`config.mk`:
```
export PLATFORM = sky130hd
export DESIGN_NAME = mc8_core
export DESIGN_NICKNAME = d
export VERILOG_FILES = /design/src/rtl/mc8_pkg.sv /design/src/rtl/mc8_regfile.sv /design/src/rtl/mc8_alu.sv /design/src/rtl/mc8_ctrl.sv /design/src/rtl/mc8_core.sv
export SDC_FILE = /design/constraint.sdc
export NUM_CORES = 1
export LEC_CHECK = 0
export BUFFER_PORTS_ARGS = -buffer_cell sky130_fd_sc_hd__buf_2
export CORE_UTILIZATION = 60
export DETAILED_ROUTE_END_ITERATION = 6
export GPL_ROUTABILITY_DRIVEN = 0
export PLACE_DENSITY = 0.81
export SYNTH_ARGS = -nofsm -noshare
export SYNTH_HDL_FRONTEND = slang
export SYNTH_SLANG_ARGS = --single-unit
export TNS_END_PERCENT = 50
```
`constraint.sdc`:
```
create_clock -name clk -period 4.7 [get_ports clk]
set_input_delay 0.705 -clock clk [delete_from_list [all_inputs] [get_ports clk]]
set_output_delay 0.705 -clock clk [all_outputs]
set_load 0.02 [all_outputs]
```
`src/rtl/mc8_pkg.sv`:
```
`timescale 1ns/1ps
package mc8_pkg;
    // instruction field positions
    localparam int OPC_HI = 24;
    localparam int OPC_LO = 22;
    localparam int RA_LO  = 19;
    localparam int RB_LO  = 16;
    localparam int RD_LO  = 0;
    localparam int OFF_W  = 16;

    typedef enum logic [2:0] {
        OP_ADD  = 3'd0,
        OP_NOR  = 3'd1,
        OP_LW   = 3'd2,
        OP_SW   = 3'd3,
        OP_BEQ  = 3'd4,
        OP_JALR = 3'd5,
        OP_HALT = 3'd6,
        OP_NOOP = 3'd7
    } opcode_e;

    typedef enum logic [2:0] {
        ST_FETCH,
        ST_DECODE,
        ST_EXEC,
        ST_MEMRD,
        ST_LOADWB,
        ST_MEMWR,
        ST_ALUWB,
        ST_HALTED
    } state_e;

    typedef struct packed {
        logic ir_load;
        logic exec_en;
        logic rf_we;
        logic wb_from_mem;
        logic addr_from_res;
        logic mem_we;
        logic halted;
    } ctrl_t;
endpackage

```
`src/rtl/mc8_regfile.sv`:
```
`timescale 1ns/1ps
module mc8_regfile #(
    parameter int DATA_W = 32,
    parameter int NREG   = 8,
    localparam int IDX_W = $clog2(NREG)
) (
    input  logic              clk,
    input  logic              rst_n,
    input  logic [IDX_W-1:0]  ra_idx,
    input  logic [IDX_W-1:0]  rb_idx,
    input  logic              wr_en,
    input  logic [IDX_W-1:0]  wr_idx,
    input  logic [DATA_W-1:0] wr_data,
    output logic [DATA_W-1:0] ra_data,
    output logic [DATA_W-1:0] rb_data
);
    logic [DATA_W-1:0] regs_q [NREG];

    always_ff @(posedge clk) begin
        if (!rst_n) begin
            for (int i = 0; i < NREG; i++) regs_q[i] <= '0;
        end else if (wr_en && wr_idx != '0) begin
            regs_q[wr_idx] <= wr_data;
        end
    end

    // index zero is hard-wired to zero on the read side as well
    assign ra_data = (ra_idx == '0) ? '0 : regs_q[ra_idx];
    assign rb_data = (rb_idx == '0) ? '0 : regs_q[rb_idx];
endmodule

```
`src/rtl/mc8_alu.sv`:
```
`timescale 1ns/1ps
module mc8_alu
    import mc8_pkg::*;
#(
    parameter int DATA_W = 32,
    parameter int ADDR_W = 16
) (
    input  opcode_e           op,
    input  logic [DATA_W-1:0] opa,
    input  logic [DATA_W-1:0] opb,
    input  logic [DATA_W-1:0] off,
    input  logic [ADDR_W-1:0] pc,
    input  logic              same_reg,
    output logic [DATA_W-1:0] result,
    output logic [ADDR_W-1:0] pc_next
);
    logic [ADDR_W-1:0] pc_inc;
    assign pc_inc = pc + 1'b1;

    always_comb begin
        unique case (op)
            OP_ADD:       result = opa + opb;
            OP_NOR:       result = ~(opa | opb);
            OP_LW, OP_SW: result = opa + off;
            OP_JALR:      result = DATA_W'(pc_inc);
            default:      result = '0;
        endcase
    end

    always_comb begin
        pc_next = pc_inc;
        if (op == OP_BEQ && opa == opb) begin
            pc_next = pc_inc + off[ADDR_W-1:0];
        end else if (op == OP_JALR) begin
            // link lands first, so a shared register yields PC+1
            pc_next = same_reg ? pc_inc : opa[ADDR_W-1:0];
        end
    end
endmodule

```
`src/rtl/mc8_ctrl.sv`:
```
`timescale 1ns/1ps
module mc8_ctrl
    import mc8_pkg::*;
(
    input  logic    clk,
    input  logic    rst_n,
    input  opcode_e op,
    output ctrl_t   ctl
);
    state_e state_q, state_d;

    always_ff @(posedge clk) begin
        if (!rst_n) state_q <= ST_FETCH;
        else        state_q <= state_d;
    end

    always_comb begin
        state_d = state_q;
        unique case (state_q)
            ST_FETCH:  state_d = ST_DECODE;
            ST_DECODE: state_d = ST_EXEC;
            ST_EXEC: begin
                unique case (op)
                    OP_ADD, OP_NOR, OP_JALR: state_d = ST_ALUWB;
                    OP_LW:                   state_d = ST_MEMRD;
                    OP_SW:                   state_d = ST_MEMWR;
                    OP_HALT:                 state_d = ST_HALTED;
                    default:                 state_d = ST_FETCH;
                endcase
            end
            ST_MEMRD:  state_d = ST_LOADWB;
            ST_LOADWB: state_d = ST_FETCH;
            ST_MEMWR:  state_d = ST_FETCH;
            ST_ALUWB:  state_d = ST_FETCH;
            ST_HALTED: state_d = ST_HALTED;
            default:   state_d = ST_FETCH;
        endcase
    end

    always_comb begin
        ctl = '0;
        unique case (state_q)
            ST_DECODE: ctl.ir_load = 1'b1;
            ST_EXEC:   ctl.exec_en = 1'b1;
            ST_MEMRD:  ctl.addr_from_res = 1'b1;
            ST_LOADWB: begin
                ctl.rf_we       = 1'b1;
                ctl.wb_from_mem = 1'b1;
            end
            ST_MEMWR: begin
                ctl.addr_from_res = 1'b1;
                ctl.mem_we        = 1'b1;
            end
            ST_ALUWB:  ctl.rf_we  = 1'b1;
            ST_HALTED: ctl.halted = 1'b1;
            default: ;
        endcase
    end
endmodule

```
`src/rtl/mc8_core.sv`:
```
`timescale 1ns/1ps
module mc8_core
    import mc8_pkg::*;
#(
    parameter int DATA_W = 32,
    parameter int ADDR_W = 16,
    parameter int NREG   = 8
) (
    input  logic              clk,
    input  logic              rst_n,
    output logic [ADDR_W-1:0] mem_addr,
    output logic              mem_we,
    output logic [DATA_W-1:0] mem_wdata,
    input  logic [DATA_W-1:0] mem_rdata,
    output logic              halted
);
    localparam int IDX_W = $clog2(NREG);
    localparam int IR_W  = OPC_HI + 1;

    ctrl_t             ctl;
    logic [IR_W-1:0]   ir_q;
    logic [DATA_W-1:0] opa_q, opb_q, res_q;
    logic [ADDR_W-1:0] pc_q, pc_next;
    logic [DATA_W-1:0] ra_data, rb_data, alu_res, off_ext, wr_data;
    logic [IDX_W-1:0]  wr_idx;
    logic              same_reg;
    opcode_e           op;

    assign op       = opcode_e'(ir_q[OPC_HI:OPC_LO]);
    assign off_ext  = {{(DATA_W-OFF_W){ir_q[OFF_W-1]}}, ir_q[OFF_W-1:0]};
    assign same_reg = ir_q[RA_LO +: IDX_W] == ir_q[RB_LO +: IDX_W];

    // arithmetic results go to the destination field, link and load go to B
    assign wr_idx  = (!ctl.wb_from_mem && (op == OP_ADD || op == OP_NOR))
                     ? ir_q[RD_LO +: IDX_W] : ir_q[RB_LO +: IDX_W];
    assign wr_data = ctl.wb_from_mem ? mem_rdata : res_q;

    mc8_ctrl u_ctrl (
        .clk   (clk),
        .rst_n (rst_n),
        .op    (op),
        .ctl   (ctl)
    );

    mc8_regfile #(.DATA_W(DATA_W), .NREG(NREG)) u_rf (
        .clk     (clk),
        .rst_n   (rst_n),
        .ra_idx  (mem_rdata[RA_LO +: IDX_W]),
        .rb_idx  (mem_rdata[RB_LO +: IDX_W]),
        .wr_en   (ctl.rf_we),
        .wr_idx  (wr_idx),
        .wr_data (wr_data),
        .ra_data (ra_data),
        .rb_data (rb_data)
    );

    mc8_alu #(.DATA_W(DATA_W), .ADDR_W(ADDR_W)) u_alu (
        .op       (op),
        .opa      (opa_q),
        .opb      (opb_q),
        .off      (off_ext),
        .pc       (pc_q),
        .same_reg (same_reg),
        .result   (alu_res),
        .pc_next  (pc_next)
    );

    always_ff @(posedge clk) begin
        if (!rst_n) begin
            ir_q  <= '0;
            opa_q <= '0;
            opb_q <= '0;
            res_q <= '0;
            pc_q  <= '0;
        end else begin
            if (ctl.ir_load) begin
                ir_q  <= mem_rdata[IR_W-1:0];
                opa_q <= ra_data;
                opb_q <= rb_data;
            end
            if (ctl.exec_en) begin
                res_q <= alu_res;
                pc_q  <= pc_next;
            end
        end
    end

    assign mem_addr  = ctl.addr_from_res ? res_q[ADDR_W-1:0] : pc_q;
    assign mem_we    = ctl.mem_we;
    assign mem_wdata = opb_q;
    assign halted    = ctl.halted;
endmodule

```
[After elaboration in Yosys (flattened, before gate mapping)]
Memory sizes are Yosys's and may differ from the RTL's.
Index checks and enable logic that the tools add are counted.
Operators by class
  $add $sub $neg: 4
  $mul: 0
  div/mod/pow operators: 0
  $lt $le $gt $ge: 0
  eq/ne operators: 15
  shift operators: 0
  mux-type cells: 25
  bitwise logic cells: 2
  reductions and logical operators: 16
Operators with widths (number)
  32-bit 2-to-1 mux: 4
  32-bit one-hot mux with 4 select lines: 1
  32-bit adder: 2
  16-bit 2-to-1 mux: 4
  32-bit equality test: 1
  32-bit inverter: 1
  32-bit OR: 1
  32-bit OR reduction: 1
  3-bit equality test (second input constant): 7
  3-bit one-hot mux with 6 select lines: 1
  16-bit by 1-bit adder with 16-bit output (second input constant): 1
  16-bit adder: 1
  3-bit by 2-bit equality test with 1-bit output (second input constant): 4
  3-bit zero test: 4
  1-bit 2-to-1 mux: 12
  3-bit one-hot mux with 4 select lines: 1
  3-bit by 1-bit equality test with 1-bit output (second input constant): 2
  3-bit 2-to-1 mux: 2
  2-bit OR reduction: 3
  3-bit OR reduction: 2
  3-bit equality test: 1
  1-bit logical AND: 3
  3-bit nonzero test: 1
  1-bit zero test: 1
  1-bit logical OR: 1
Storage, ports and cells
  register bits: 140
  bits in latches: 0
  RAM bits: 256
  memory bits (read-only): 0
  input port bits: 34
  output and inout bits: 50
  word-level logic and storage cells: 69
  memories: 1
Memories
  u_rf.regs_q: words 8, bits a word 32, read ports 2, clocked after memory_dff 0, write ports 8, line mc8_regfile.sv:17  | logic [DATA_W-1:0] regs_q [NREG];

[Longest topological paths before layout]
Gate-level depths: netlist of run 1.
  depth in word-level cells: 12
  gate-level depth with buffers: 15

[By module]
Synthesis of run 1 repeated with hierarchy kept, for this count alone.
Second synthesis, totals
  cells, all modules: 2066
  area total of the unflattened synthesis: 22753.1 µm²
By module, submodules not included
  mc8_regfile: times used 1, cells an instance 882, area an instance 12326.8 µm², sequential area each 6726.5 µm²
  mc8_core: times used 1, cells an instance 504, area an instance 5814.3 µm², sequential area each 2742.6 µm²
  mc8_alu: times used 1, cells an instance 656, area an instance 4401.7 µm², sequential area each 0.0 µm²
  mc8_ctrl: times used 1, cells an instance 24, area an instance 210.2 µm², sequential area each 60.1 µm²

[Least setup slack after synthesis of run 1]
No wires, ideal clock.
  path type: flip-flop to flip-flop
  from: reg ir_q[23]
  to: reg res_q[31]
  data arrival time: 3.293 ns
  path slack: 1.316 ns
  stages on the path, launching flop included: 13
  period minus slack after synthesis: 3.384 ns
  cells stage by stage: dfxtp_1 -> buf_2 -> nand2b_1 -> buf_1 -> mux2_2 -> ha_1 -> a211oi_1 -> o21ai_0 -> a211oi_1 -> o211ai_1 -> o211ai_1 -> a21boi_0 -> a311oi_1
Between the ends
  longest elaborated chain between the ends: 3
  elaborated cells between the ends (all ways): 7
Ends and longest elaborated chain
  start: declaration: line mc8_core.sv:21  | logic [IR_W-1:0] ir_q;
  start signal: assignment: line mc8_core.sv:77  | ir_q <= mem_rdata[IR_W-1:0];
  3-bit by 2-bit equality test with 1-bit output: line mc8_alu.sv:21  | unique case (op)
  2-bit OR reduction: line mc8_alu.sv:21
  32-bit one-hot mux with 4 select lines *: line mc8_alu.sv:21
  end signal: assignment: line mc8_core.sv:82  | res_q <= alu_res;
  end: declaration: line mc8_core.sv:22  | logic [DATA_W-1:0] opa_q, opb_q, res_q;
Mark *: on every way between the ends. The rest lies on a longest branch, timed or not.
A chain may end at the register's enable or synchronous reset.

[Worst setup path after layout of run 1]
  from: reg ir_q[23]
  to: reg res_q[30]
The elaborated chain is that of the path after synthesis.

==> impl_metrics.yaml, run 1 <==
route:
  drtIter0Drc: 2966
  post_drt_wl_per_cell_um: 24.6
  viasPerCell: 6.85
  drcViolationCount: 0
  finalWirelength_um: 65500
  vias: 18200
  first_pass_iters: 6
  detail-route-antenna-nets: 0
sta:
  post-route-period-util_pct: 82.4
  rsz0062_at_grt: "false"
  fmax_mhz: 258
  finalSetupTns_ns: 0
  finalSetupViolations: 0
  relSlewSlack_pct: 16.9
  finalClockSkew_ns: 0.0114
  hold_viol: 0
  worst_slew_pin_slew_ns: 1.25
  finalCriticalPeriod_ns: 3.87
  maxSlewViolCount: 0
  setup_ws_ns: 0.827
  timing.hold.ws_ns: 0.401
final_layout:
  seqCellArea_um2: 9530
  finalNetCount: 2296
  area_growth_pct: 9.93
  drive_gt1_share_pct: 15.8
  multi_input_area_um2: 10800
  fillers: 2539
  diodes: 0
clock_network:
  ctsResizeCount: 0
  clk_pin_slew_ns: 0.06
  cts_buffers: 40
  hold_buffers: 0
  cts_sinks: 364
  insertion_delay_ns: 0.56
  cts_tree: "built"
  h-tree-depth: 2
  clockRootBuffer: "clkbuf_16"
  cts_setup_buffers: 0
  cts.path.max_buffers: 3
synth:
  netlist.area_leader.share_pct: 31.8
  async_flop_share_pct: 0
  synth_area_leaders: "edfxtp_1 (32%), dfxtp_1 (13%), nor2_1 (6.0%)"
  yosysSeqAreaShare_pct: 45.0
  synth_area_um2: 21200
  ys_seq_elements: 364
  synth_top_cell_by_area: "edfxtp_1"
  synth_nets: 2270
  syn_inst: 2151
  synth-edff-count: 224
  synth.distinct_cells: 70
  ys.flop_type: "edfxtp_1"
  synth_area_per_cell_um2: 9.84
  ys.warnings.count: 0
critical_path:
  start_kind: "flop"
  arrival_ns: 4.28
  reg2reg_setup_slack_ns: 0.83
  rr_worst_depth: 12
  worstPathRequired_ns: 5.11
  r2r_start: "ir_q[23]"
  crit_fanout: 12
  r2r_end: "res_q[30]"
  cp-end-kind: "flop"
  crit_type: "reg -> reg"
place:
  dp_hpwl_um: 43600
  io_buffers: 83
  dp_worst_setup_slack_ns: 0.929
floorplan:
  io_pins: 84
  initial_core_util_pct: 61.2
  coreArea_um2: 34600
  die_w_um: 190
  die_h_um: 190
  rows: 68
  die_area_um2: 36000
power:
  peakVddDrop_mv: 0.376
  power_density_nw_per_um2: 386
  fin_total_pwr_mw: 8.99
  p_sw_share_pct: 32.1
  p_clk_share_pct: 35.1
  seqPwrFrac_pct: 42.6
  p_comb_share_pct: 22.3
  total_leakage_power_nw: 8.92
  p_switching_mw: 2.89
  p_int_mw: 6.11
grt:
  grt_pass1_vias: 17300
  grt_pass1_wl_um: 99400
  overflow: 0
  antenna_found_initial: 2
  grt_use_total_pct: 36.0
  grt_max_degree: 91
run:
  drv_cap: 0
run_status:
  status: "finished, final reports clean"
hold_path:
  min-delay-start: "mem_rdata[1]"
  min_to: "ir_q[1]"
  hold_path_class: "in -> reg"
  whs_path_depth: 3
-- sequential cells by signal, indices dropped and copies added (netlist names) --
signal	flops
ir_q	25
mem_wdata	32
opa_q	32
pc_q	16
res_q	32
u_ctrl.state_q	3
u_rf.regs_q	224
-- per-stage QoR --
step | instances | utilization, % | instance area (um2)
6_report | 2664 | 67.2 | 23300
5_1_grt | 2664 | 67.2 | 23300
4_1_cts | 2664 | 67.2 | 23300
3_5_place_dp | 2590 | 63.5 | 22000
3_3_place_gp | 2590 | 63.5 | 22000
2_1_floorplan | 2151 | - | 21200
-- synth_stat cells, drive strengths merged (5+ instances only) --
library cell / count
dfxtp: 140
xor2: 16
o22ai: 61
and2: 9
mux2: 97
xnor2: 29
nand3: 58
nor4: 8
a22oi: 40
nor2b: 8
nor3: 17
a211o: 8
a31oi: 9
a211oi: 23
buf: 52
o221ai: 5
o211ai: 17
nand4: 13
o21bai: 9
mux2i: 108
nand2b: 45
ha: 83
mux4: 37
o21ai: 62
a21o: 18
a221o: 36
nor2: 341
nand2: 186
and3: 11
o31ai: 7
inv: 77
clkbuf: 97
a21oi: 135
edfxtp: 224
-- worst max path at each step --
stage | startpoint | to | slack [ns]
2_1_floorplan | ir_q[23] | res_q[31] | 1.32
3_3_place_gp | ir_q[23] | res_q[30] | 1.00
3_5_place_dp | ir_q[23] | res_q[30] | 0.93
4_1_cts | ir_q[23] | res_q[30] | 0.93
5_1_grt | ir_q[23] | res_q[30] | 0.62
6_report | ir_q[23] | res_q[30] | 0.83
-- area by class of cell --
type | count | area share, %
Clock buffer | 52 | 4.67
Sequential cell | 364 | 40.9
Clock inverter | 22 | 0.908
Timing Repair Buffer | 133 | 3.42
Inverter | 77 | 1.25
Multi-Input combinational cell | 1561 | 46.4
Tap cell | 455 | 2.45
-- cell families (layout without fill, tap and decap cells) --
family                   after synthesis  after routing  share of synthesized area [%]
multiplexers                         242            242                           14.3
adder cells (fa/ha/maj)               85             85                           5.09
XOR/XNOR                              46             46                           1.97
AND/OR/NAND/NOR                      722            722                           14.9
AO/OA/AOI/OAI                        466            466                           14.5
buffers and inverters                226            284                           4.21
flip-flops                           364            364                           45.0
-- cells in the final DEF (no fill, tap or decap), types with 6 or more instances in the layout --
cell	count
buf_2	81
clkinv_2	13
and3_1	11
a211o_1	8
o211ai_1	17
o31ai_1	6
inv_1	76
and2_1	8
nand4_1	13
mux2i_1	107
xnor2_1	29
a211oi_1	23
nor3_1	15
nor4_1	8
a22oi_1	40
a21o_1	18
a221o_1	36
o21bai_1	9
clkbuf_16	40
ha_1	83
edfxtp_1	224
mux2_2	97
buf_4	52
o21ai_0	62
nand3_1	58
a31oi_1	9
o22ai_1	61
nand2_1	183
xor2_1	16
a21oi_1	135
clkbuf_1	8
nor2b_1	6
nand2b_1	45
mux4_2	37
dfxtp_1	140
nor2_1	341
-- metal layers --
metal / wire (um) / GRT usage, %
met1: 24400 / 49.0
met2: 29700 / 56.2
met3: 9190 / 8.01
met4: 2260 / 13.3
met5: 8 / 0
-- worst max-delay path, cell delays in order (launching register included) --
cell and delay, ns:
dfxtp_1 0.52, nand2b_1 0.10, buf_4 0.21, mux2_2 0.29, ha_1 0.23, fa_1 0.46
a211oi_1 0.36, nor3_1 0.14, o211ai_1 0.44, a211oi_1 0.29, o31ai_1 0.36, mux2i_1 0.22
o211ai_1 0.09
-- power by group through the flow --
stage,clock network (mW),logic [mW],registers (mW)
after floorplan,0,1.35,3.81
after global routing,3.27,2.14,3.84
after detailed placement,0,1.93,3.88
final,3.16,2.01,3.83
after global placement,0,1.88,3.86
after CTS,3.15,1.95,3.81
(Power assumes the default switching activity.)
==> inputs of run 2 (changes only) <==
--- a/config.mk
+++ b/config.mk
@@ -6,10 +6,10 @@
 export NUM_CORES = 1
 export LEC_CHECK = 0
 export BUFFER_PORTS_ARGS = -buffer_cell sky130_fd_sc_hd__buf_2
-export CORE_UTILIZATION = 60
+export CORE_UTILIZATION = 57
 export DETAILED_ROUTE_END_ITERATION = 6
 export GPL_ROUTABILITY_DRIVEN = 0
-export PLACE_DENSITY = 0.81
+export PLACE_DENSITY = 0.8
 export SYNTH_ARGS = -nofsm -noshare
 export SYNTH_HDL_FRONTEND = slang
 export SYNTH_SLANG_ARGS = --single-unit
==> constraint.sdc (replaced) <==
create_clock -name clk -period 3.15 [get_ports clk]
set_input_delay 0.4725 -clock clk [delete_from_list [all_inputs] [get_ports clk]]
set_output_delay 0.4725 -clock clk [all_outputs]
set_load 0.02 [all_outputs]
==> impl_metrics.yaml, run 2 (same netlist as run 1, synthesis figures left out) <==
run_status:
  status: "finished, final reports clean"
route:
  first_pass_iters: 6
  vias: 18600
  viasPerCell: 6.72
  finalWirelength_um: 66900
  detail-route-antenna-nets: 0
  drcViolationCount: 0
  drtIter0Drc: 2270
  post_drt_wl_per_cell_um: 24.2
clock_network:
  hold_buffers: 0
  h-tree-depth: 2
  cts_buffers: 39
  cts_sinks: 364
  insertion_delay_ns: 0.55
  cts_tree: "built"
  clockRootBuffer: "clkbuf_16"
  clk_pin_slew_ns: 0.06
  cts.path.max_buffers: 3
power:
  p_clk_share_pct: 33.2
  power_density_nw_per_um2: 555
  p_sw_share_pct: 31.9
  fin_total_pwr_mw: 13.4
  p_switching_mw: 4.28
  p_int_mw: 9.15
  p_comb_share_pct: 24.5
  peakVddDrop_mv: 0.415
  seqPwrFrac_pct: 42.3
  total_leakage_power_nw: 9.39
hold_path:
  whs_path_depth: 3
  min-delay-start: "mem_rdata[3]"
  min_to: "ir_q[3]"
  hold_path_class: "in -> reg"
critical_path:
  r2r_start: "ir_q[24]"
  worstPathRequired_ns: 3.62
  cp-end-kind: "flop"
  path_cells: "nand2b_4 > buf_12 > mux2_2 > ha_1 > buf_4 > o21ai_2 > o21ai_2 > a211oi_2 > buf_4 > o211ai_1 > buf_4 > o211ai_1 > a21boi_0 > a311oi_1"
  cpMaxStageDelayCell: "dfxtp_1"
  path_buf_inv: 4
  path_common_cell: "buf_4"
  rr_worst_depth: 14
  start_kind: "flop"
  crit_fanout: 8
  reg2reg_setup_slack_ns: 0.08
  slowest_delay_ns: 0.35
  arrival_ns: 3.54
  crit_type: "reg -> reg"
  crit_family: "compound AO/OA/AOI/OAI gates"
  r2r_end: "res_q[31]"
sta:
  timing.hold.ws_ns: 0.171
  worst_slew_pin_slew_ns: 1.04
  finalClockSkew_ns: 0.0191
  maxSlewViolCount: 0
  hold_viol: 0
  finalSetupViolations: 0
  relSlewSlack_pct: 28.9
  fmax_mhz: 325
  finalCriticalPeriod_ns: 3.07
  rsz0062_at_grt: "true"
  post-route-period-util_pct: 97.6
  finalSetupTns_ns: 0
grt:
  overflow: 0
  grt_use_total_pct: 34.7
  antenna_found_initial: 2
  grt_pass1_vias: 18100
  grt_pass1_wl_um: 102000
  grt_max_degree: 61
floorplan:
  die_area_um2: 37900
  initial_core_util_pct: 57.8
  rows: 70
  die_w_um: 195
  io_pins: 84
  coreArea_um2: 36600
  die_h_um: 195
final_layout:
  largest_register_ff_count: 224
  fin_cells: 2765
  finalNetCount: 2387
  fin_util_pct: 66.1
  final_common_cell: "nor2_1"
  layout_common_cells: "nor2_1 (341), edfxtp_1 (224), nand2_1 (182)"
  area_growth_pct: 14.3
  fillers: 2693
  top_register: "u_rf.regs_q"
  drive_gt1_share_pct: 20.3
place:
  dp_hpwl_um: 45200
  io_buffers: 83
  placed_cells: 2692
run:
  drv_cap: 0
==> run 2: cell types whose count changed in the layout (fill, tap and decap cells not counted), moves of 5 or more <==
cell,before,now
a211oi_1,23,16
a211oi_2,0,6
buf_12,0,9
buf_4,52,132
clkbuf_1,8,13
clkinv_2,13,5
o21ai_0,62,57
==> run 2: power groups by stage <==
stage / logic [mW] / clock network, mW / registers [mW]
global route: 3.51 / 4.63 / 5.70
CTS: 3.16 / 4.45 / 5.66
floorplan: 2.01 / 0 / 5.69
finish: 3.29 / 4.46 / 5.69
global placement: 3.06 / 0 / 5.73
detailed placement: 3.13 / 0 / 5.75
==> run 2: cell type report <==
| cell class | count | area (um2) | share of cell area (%) |
|---|---|---|---|
| clock buffer | 55 | 1070 | 4.40 |
| inverter | 77 | 292 | 1.20 |
| timing repair buffer | 225 | 1610 | 6.65 |
| antenna | 1 | 2.50 | 0.0103 |
| multi-input combinational | 1561 | 11000 | 45.3 |
| tap | 468 | 586 | 2.42 |
| clock inverter | 14 | 146 | 0.605 |
| sequential | 364 | 9530 | 39.4 |
==> run 2: worst max path at each step <==
| stage | from | end | slack, ns | cells after the start |
|---|---|---|---|---|
| 4_1_cts | ir_q[24] | res_q[18] | 0.01 | 14 |
| 6_report | ir_q[24] | res_q[31] | 0.08 | 14 |
| 3_3_place_gp | ir_q[24] | res_q[24] | -0.13 | 12 |
| 5_1_grt | ir_q[24] | res_q[31] | -0.10 | 14 |
| 3_5_place_dp | ir_q[24] | res_q[24] | -0.20 | 12 |
| 2_1_floorplan | u_ctrl.state_q[2] | u_rf.regs_q[1][0] | 0.04 | 10 |
==> run 2: through the flow <==
step | worst slack [ns] | instance area (um2)
global placement | -0.128 | 22800
global route | -0.102 | 24200
CTS | 0.0147 | 24000
floorplan | 0.0429 | 21200
detailed placement | -0.202 | 22800
finish | 0.0760 | 24200
==> run 2: metal layers <==
metal	vias to the layer above	track usage (%)	wire length (um)
li1	8104	-	-
met1	8868	45.0	24800
met2	1347	55.4	30400
met3	265	8.95	8750
met4	2	14.0	2860
met5	-	0	8
==> run 2: worst min-delay path, delay by kind of cell <==
family	cells	cell delay [ns]
buffers and inverters	1	0.10
AO/OA/AOI/OAI	1	0.05
AND/OR/NAND/NOR	1	0.05
==> run 2: timing repair <==
action,4_1_cts,5_1_grt
cloned,0,0
endpoints found under the setup margin,20,22
resized for setup,12,31
pin swaps,2,5
buffers inserted,0,3
